===== src/rtl/memctl_cmd_pkg.sv =====
package memctl_cmd_pkg;

   localparam int OP_W = 3;

   typedef enum logic [OP_W-1:0] {
      OP_GO     = 3'd0,
      OP_SLEEP  = 3'd1,
      OP_WAKE   = 3'd2,
      OP_PAUSE  = 3'd3,
      OP_CONFIG = 3'd4
   } op_e;

   typedef enum logic [1:0] {
      ST_CONFIG = 2'd0,
      ST_READY  = 2'd1,
      ST_PAUSE  = 2'd2,
      ST_LOWPWR = 2'd3
   } ctl_state_e;

   function automatic logic op_known(input logic [OP_W-1:0] code);
      return code <= 3'd4;
   endfunction

endpackage


===== src/rtl/memctl_cmd_slot.sv =====
// Single-entry hold slot for decoded operation codes; newest write wins.
module memctl_cmd_slot
   import memctl_cmd_pkg::*;
(
   input  logic            clk,
   input  logic            rst_n,
   input  logic            wr_en,
   input  logic [OP_W-1:0] wr_code,
   input  logic            take,
   output logic            pend_v,
   output op_e             pend_op
);

   logic wr_ok;
   assign wr_ok = wr_en && op_known(wr_code);

   always_ff @(posedge clk) begin
      if (!rst_n) begin
         pend_v  <= 1'b0;
         pend_op <= OP_GO;
      end else if (wr_ok) begin
         pend_v  <= 1'b1;
         pend_op <= op_e'(wr_code);
      end else if (take) begin
         pend_v  <= 1'b0;
      end
   end

endmodule


===== src/rtl/memctl_state_core.sv =====
// Legality check, issue to the sequencer, and state commit on completion.
module memctl_state_core
   import memctl_cmd_pkg::*;
#(
   parameter bit WAKE_RESUME = 1'b1
) (
   input  logic            clk,
   input  logic            rst_n,
   input  logic            pend_v,
   input  op_e             pend_op,
   input  logic            seq_done,
   output logic            take,
   output logic            seq_start,
   output logic [OP_W-1:0] seq_cmd,
   output ctl_state_e      st_q,
   output logic            exec_q,
   output logic            err_q
);

   ctl_state_e tgt_q, prev_q, tgt_n, wake_tgt;
   logic       legal;

   generate
      if (WAKE_RESUME) begin : g_wake_resume
         assign wake_tgt = prev_q;
      end else begin : g_wake_pause
         assign wake_tgt = ST_PAUSE;
      end
   endgenerate

   assign take = pend_v && !exec_q;

   always_comb begin
      legal = 1'b0;
      tgt_n = st_q;
      case (pend_op)
         OP_GO:
            if (st_q == ST_CONFIG || st_q == ST_PAUSE) begin
               legal = 1'b1;
               tgt_n = ST_READY;
            end
         OP_PAUSE:
            if (st_q == ST_READY) begin
               legal = 1'b1;
               tgt_n = ST_PAUSE;
            end
         OP_CONFIG:
            if (st_q == ST_PAUSE) begin
               legal = 1'b1;
               tgt_n = ST_CONFIG;
            end
         OP_SLEEP:
            if (st_q == ST_READY || st_q == ST_PAUSE) begin
               legal = 1'b1;
               tgt_n = ST_LOWPWR;
            end
         OP_WAKE:
            if (st_q == ST_LOWPWR) begin
               legal = 1'b1;
               tgt_n = wake_tgt;
            end
         default: ;
      endcase
   end

   always_ff @(posedge clk) begin
      if (!rst_n) begin
         st_q      <= ST_CONFIG;
         tgt_q     <= ST_CONFIG;
         prev_q    <= ST_READY;
         exec_q    <= 1'b0;
         err_q     <= 1'b0;
         seq_start <= 1'b0;
         seq_cmd   <= '0;
      end else begin
         seq_start <= 1'b0;
         if (take) begin
            if (legal) begin
               exec_q    <= 1'b1;
               seq_start <= 1'b1;
               seq_cmd   <= pend_op;
               tgt_q     <= tgt_n;
               if (pend_op == OP_SLEEP) prev_q <= st_q;
            end else begin
               err_q <= 1'b1;
            end
         end else if (exec_q && seq_done) begin
            st_q   <= tgt_q;
            exec_q <= 1'b0;
         end
      end
   end

endmodule


===== src/rtl/memctl_bank_track.sv =====
// Remembers whether the last ready-state operation left the banks open.
module memctl_bank_track (
   input  logic clk,
   input  logic rst_n,
   input  logic in_ready,
   input  logic acc,
   input  logic refr,
   output logic active
);

   always_ff @(posedge clk) begin
      if (!rst_n)             active <= 1'b0;
      else if (in_ready) begin
         if (acc)             active <= 1'b1;
         else if (refr)       active <= 1'b0;
      end
   end

endmodule


===== src/rtl/memctl_cmd_ctl.sv =====
module memctl_cmd_ctl
   import memctl_cmd_pkg::*;
#(
   parameter int REG_W       = 32,
   parameter int CFG_W       = 16,
   parameter bit WAKE_RESUME = 1'b1
) (
   input  logic             clk,
   input  logic             rst_n,
   input  logic             cmd_we,
   input  logic [REG_W-1:0] cmd_wdata,
   input  logic             cfg_we,
   input  logic [CFG_W-1:0] cfg_wdata,
   output logic             cfg_ack,
   output logic [CFG_W-1:0] cfg_q,
   output logic             seq_start,
   output logic [2:0]       seq_cmd,
   input  logic             seq_done,
   input  logic             acc_req,
   output logic             acc_ok,
   input  logic             refr_done,
   output logic             bank_active,
   output logic [1:0]       ctl_state,
   output logic             busy,
   output logic             cmd_err
);

   localparam int HI_W = REG_W - OP_W;

   generate
      if (REG_W <= OP_W) begin : g_bad_reg_w
         $error("REG_W must exceed the operation code width");
      end
      if (CFG_W < 1) begin : g_bad_cfg_w
         $error("CFG_W must be at least 1");
      end
   endgenerate

   logic             pend_v, take, exec_q;
   op_e              pend_op;
   ctl_state_e       st_q;
   logic [HI_W-1:0]  unused_hi;

   assign unused_hi = cmd_wdata[REG_W-1:OP_W];

   memctl_cmd_slot u_slot (
      .clk     (clk),
      .rst_n   (rst_n),
      .wr_en   (cmd_we),
      .wr_code (cmd_wdata[OP_W-1:0]),
      .take    (take),
      .pend_v  (pend_v),
      .pend_op (pend_op)
   );

   memctl_state_core #(.WAKE_RESUME(WAKE_RESUME)) u_core (
      .clk       (clk),
      .rst_n     (rst_n),
      .pend_v    (pend_v),
      .pend_op   (pend_op),
      .seq_done  (seq_done),
      .take      (take),
      .seq_start (seq_start),
      .seq_cmd   (seq_cmd),
      .st_q      (st_q),
      .exec_q    (exec_q),
      .err_q     (cmd_err)
   );

   memctl_bank_track u_bank (
      .clk      (clk),
      .rst_n    (rst_n),
      .in_ready (acc_ok),
      .acc      (acc_req),
      .refr     (refr_done),
      .active   (bank_active)
   );

   assign ctl_state = st_q;
   assign acc_ok    = (st_q == ST_READY);
   assign busy      = exec_q || pend_v;
   assign cfg_ack   = cfg_we && (st_q == ST_CONFIG);

   always_ff @(posedge clk) begin
      if (!rst_n)       cfg_q <= '0;
      else if (cfg_ack) cfg_q <= cfg_wdata;
   end

endmodule


===== config.mk =====
export PLATFORM = sky130hd
export DESIGN_NAME = memctl_cmd_ctl
export DESIGN_NICKNAME = d
export VERILOG_FILES = /design/src/rtl/memctl_cmd_pkg.sv /design/src/rtl/memctl_cmd_slot.sv /design/src/rtl/memctl_state_core.sv /design/src/rtl/memctl_bank_track.sv /design/src/rtl/memctl_cmd_ctl.sv
export SDC_FILE = /design/constraint.sdc
export NUM_CORES = 1
export LEC_CHECK = 0
export BUFFER_PORTS_ARGS = -buffer_cell sky130_fd_sc_hd__buf_2
export CELL_PAD_IN_SITES_DETAIL_PLACEMENT = 1
export CELL_PAD_IN_SITES_GLOBAL_PLACEMENT = 1
export CORE_MARGIN = 2
export CORE_UTILIZATION = 27
export DETAILED_ROUTE_END_ITERATION = 7
export HOLD_SLACK_MARGIN = 0.1
export MAX_ROUTING_LAYER = met4
export PLACE_DENSITY_LB_ADDON = 0.3
export SETUP_SLACK_MARGIN = 0.5
export SLEW_MARGIN = 15
export SYNTH_ARGS = -nofsm -noshare
export SYNTH_HDL_FRONTEND = slang
export SYNTH_SLANG_ARGS = --single-unit

===== constraint.sdc =====
create_clock -name clk -period 1.8 [get_ports clk]
set_clock_uncertainty 0.15 [all_clocks]
set_input_delay 0.27 -clock clk [delete_from_list [all_inputs] [get_ports clk]]
set_output_delay 0.27 -clock clk [all_outputs]
set_load 0.05 [all_outputs]

==> qor.yml <==
setup_path:
  arrival_ns: 1.98
  rrSetupSlack_ns: -0.11
  reg2reg_depth: 7
  crit_start: "u_core.st_q[1]"
  worst_setup_path_start_kind: "register"
  max_stage_delay_ns: 0.39
  cp_num_buf_inv: 1
  cp_max_fo: 4
  cpLargestDelayFamily: "flip-flops"
  required_ns: 1.86
  cp-end-kind: "register"
  rr_startpoint: "u_core.st_q[1]"
  crit_type: "register to register"
  reg2reg_to: "u_core.prev_q[1]"
  critical_path.endpoint: "u_core.prev_q[1]"
  cp_slowest_cell: "dfxtp_4"
  crit_path_cell_trace: "inv_4 > ha_4 > nand3b_1 > a21oi_2 > o311ai_4 > nor4b_4 > mux2i_1"
  cp.depth: 7
grt:
  overflow: 0
  antenna_found_initial: 0
  grt_usage_pct: 17.7
  grt_pass1_wl_um: 8140
  grt_pass1_vias: 1647
  grt_max_degree: 22
yosys:
  syn_area_mm2: 0.00144
  ys_ff_latch: 33
  yosysTopAreaCell: "dfxtp_1"
  ys_seq_area_share_pct: 45.8
  ys.flop_type: "dfxtp_1"
  synth.avg_cell_area_um2: 8.11
  async_reset_ff_share_pct: 0
  syn_inst: 178
  synth_top_area_share_pct: 45.8
  synth_cell_types: 33
  synth.most_common_cell: "nand2_1"
  yosysWarnings: 0
  synth_fp_nets: 237
  synth_edf_count: 0
  synth_area_leaders: "dfxtp_1, nand2_1, a21oi_1, ha_1, o21ai_0"
  synth_common_cells: "nand2_1, dfxtp_1, a21oi_1, nor2_1, o21ai_0"
floorplan:
  initial_core_util_pct: 28.1
  rows: 26
  coreArea_mm2: 0.00514
  die-width_um: 77.1
  fp.dieH_um: 77.1
  ios: 82
  die-area_mm2: 0.00595
route:
  vias_per_cell: 4.60
  wl_per_cell_um: 15.0
  drt_wl_total_um: 5300
  ant_nets: 0
  drt_iter0_drc: 52
  first_pass_iters: 4
  vias: 1624
  drc_errors: 0
placement:
  io_buffers: 52
  dp_hpwl_um: 2960
  dpl_cell_area_mm2: 0.00190
  pre_cts_slack_ns: -0.134
  gp_congestion: 0.803
timing:
  tightest_slew_ns: 0.422
  fin_crit_sh_pct: 106
  slew_headroom_pct: 71.6
  maxSlewViolCount: 0
  max_freq_mhz: 523
  setup_tns_ns: -0.798
  rsz0062_at_grt: "yes"
  fin_ws_ns: -0.113
  setup_violations: 9
  hold-worst-slack_ns: 0.134
  fin_crit_ns: 1.91
  finalHoldViolCount: 0
outcome:
  outcome: "finished with violations"
  violations: "setup timing"
final_layout:
  drive_gt1_share_pct: 51.2
  layout.nets: 341
  fillers: 619
  postLayoutCellArea_mm2: 0.00271
  antenna_cells: 0
  area_delta_synth_final_pct: 88.0
cts:
  clock-sinks: 33
  root_buffer: "clkbuf_8"
  clkTransAtPathRegs_ns: 0.08
  htree_levels: 2
  cts_tree: "yes"
  clk_latency_ns: 0.29
  cts_buffers: 5
  clockBufferDepth: 2
power_and_ir_drop:
  peakVddDrop_mv: 0.351
  power_density_mw_per_mm2: 658
  p_leak_nw: 1.13
run:
  maxCapViolations: 0
hold_path:
  hp-class: "primary input to register"
## metrics by stage
| step | utilization [%] | total power (W) | instances |
|---|---|---|---|
| after global routing | 52.8 | 0.00186 | 353 |
| after CTS | 48.3 | 0.00175 | 342 |
| after detailed placement | 36.9 | 0.00107 | 307 |
| after floorplan | - | 0.000984 | 178 |
| after global placement | 36.9 | 0.00107 | 307 |
| final | 52.8 | 0.00178 | 353 |
## cell type report
cell class	count	area [µm²]	area share, %
multi-input combinational	131	915	33.7
inverter	5	28.8	1.06
timing repair buffer	106	918	33.8
sequential	33	674	24.9
tap	70	87.6	3.23
clock buffer	8	90.1	3.32
## cells in the final DEF, fill, tap and decap left out, types with 4 or more instances in the layout
cell,netlist,layout
nand2_1,54,37
buf_4,0,35
dfxtp_1,33,28
buf_2,3,26
a21oi_1,24,18
buf_6,1,18
dlygate4sd3_1,0,17
nand2_2,0,10
nand2_4,0,7
nor2_1,9,7
a21oi_2,0,6
clkbuf_8,0,6
buf_8,0,6
o21ai_0,9,5
nand3_2,0,4
## layer usage
metal | global-route usage [%] | up-vias | routed length (µm)
met1 | 20.9 | 775 | 2180
met2 | 29.5 | 35 | 2840
met3 | 3.76 | 9 | 188
met4 | 6.79 | 0 | 92
met5 | - | - | 0
li1 | - | 805 | -
## sequential cells by signal (all words and copies together), names as in the netlist
signal            count
u_bank.active         1
u_slot.pend_v         1
u_core.tgt_q          2
u_core.seq_start      1
u_slot.pend_op        3
u_core.prev_q         2
u_core.st_q           2
u_core.err_q          1
u_core.exec_q         1
u_core.seq_cmd        3
cfg_q                16
## worst min-delay path: cells and delay by family
kind                   cells  cell delay (ns)
buffers and inverters      1             0.12
AOI/OAI and AO/OA          2             0.14
## power breakdown
part / switching, W / internal (W) / total (W)
registers: 0.0000242 / 0.000757 / 0.000782
logic: 0.000231 / 0.000176 / 0.000406
clock network: 0.000284 / 0.000312 / 0.000597
## logic make-up after synthesis
kind of cell / after synthesis / synth area share (%)
simple gates: 81 / 25.8
compound gates: 42 / 17.7
flops: 33 / 45.8
buf+inv: 14 / 4.42
mux: 4 / 2.86
fa+ha+maj: 4 / 3.47
## worst min-delay path by stage
stage                  start                end  slack (ns)  cells after the start
6_report        cmd_wdata[0]  u_slot.pend_op[0]        0.13                      3
5_1_grt         cmd_wdata[0]  u_slot.pend_op[0]        0.13                      3
4_1_cts             seq_done     u_core.st_q[0]        0.12                      3
3_5_place_dp        cfg_q[9]           cfg_q[9]        0.30                      2
3_3_place_gp        cfg_q[1]           cfg_q[1]        0.29                      2
2_1_floorplan  cfg_wdata[10]          cfg_q[10]        0.26                      2
## what timing repair did
item,4_1_cts,5_1_grt
setup buffers,8,11
endpoints found under the hold margin,17,0
endpoints found under the setup margin,49,36
cloned,2,0
pin swaps,6,7
hold buffers,17,0
resized for setup,78,39
Note: power is estimated with default switching activity, not from simulation.
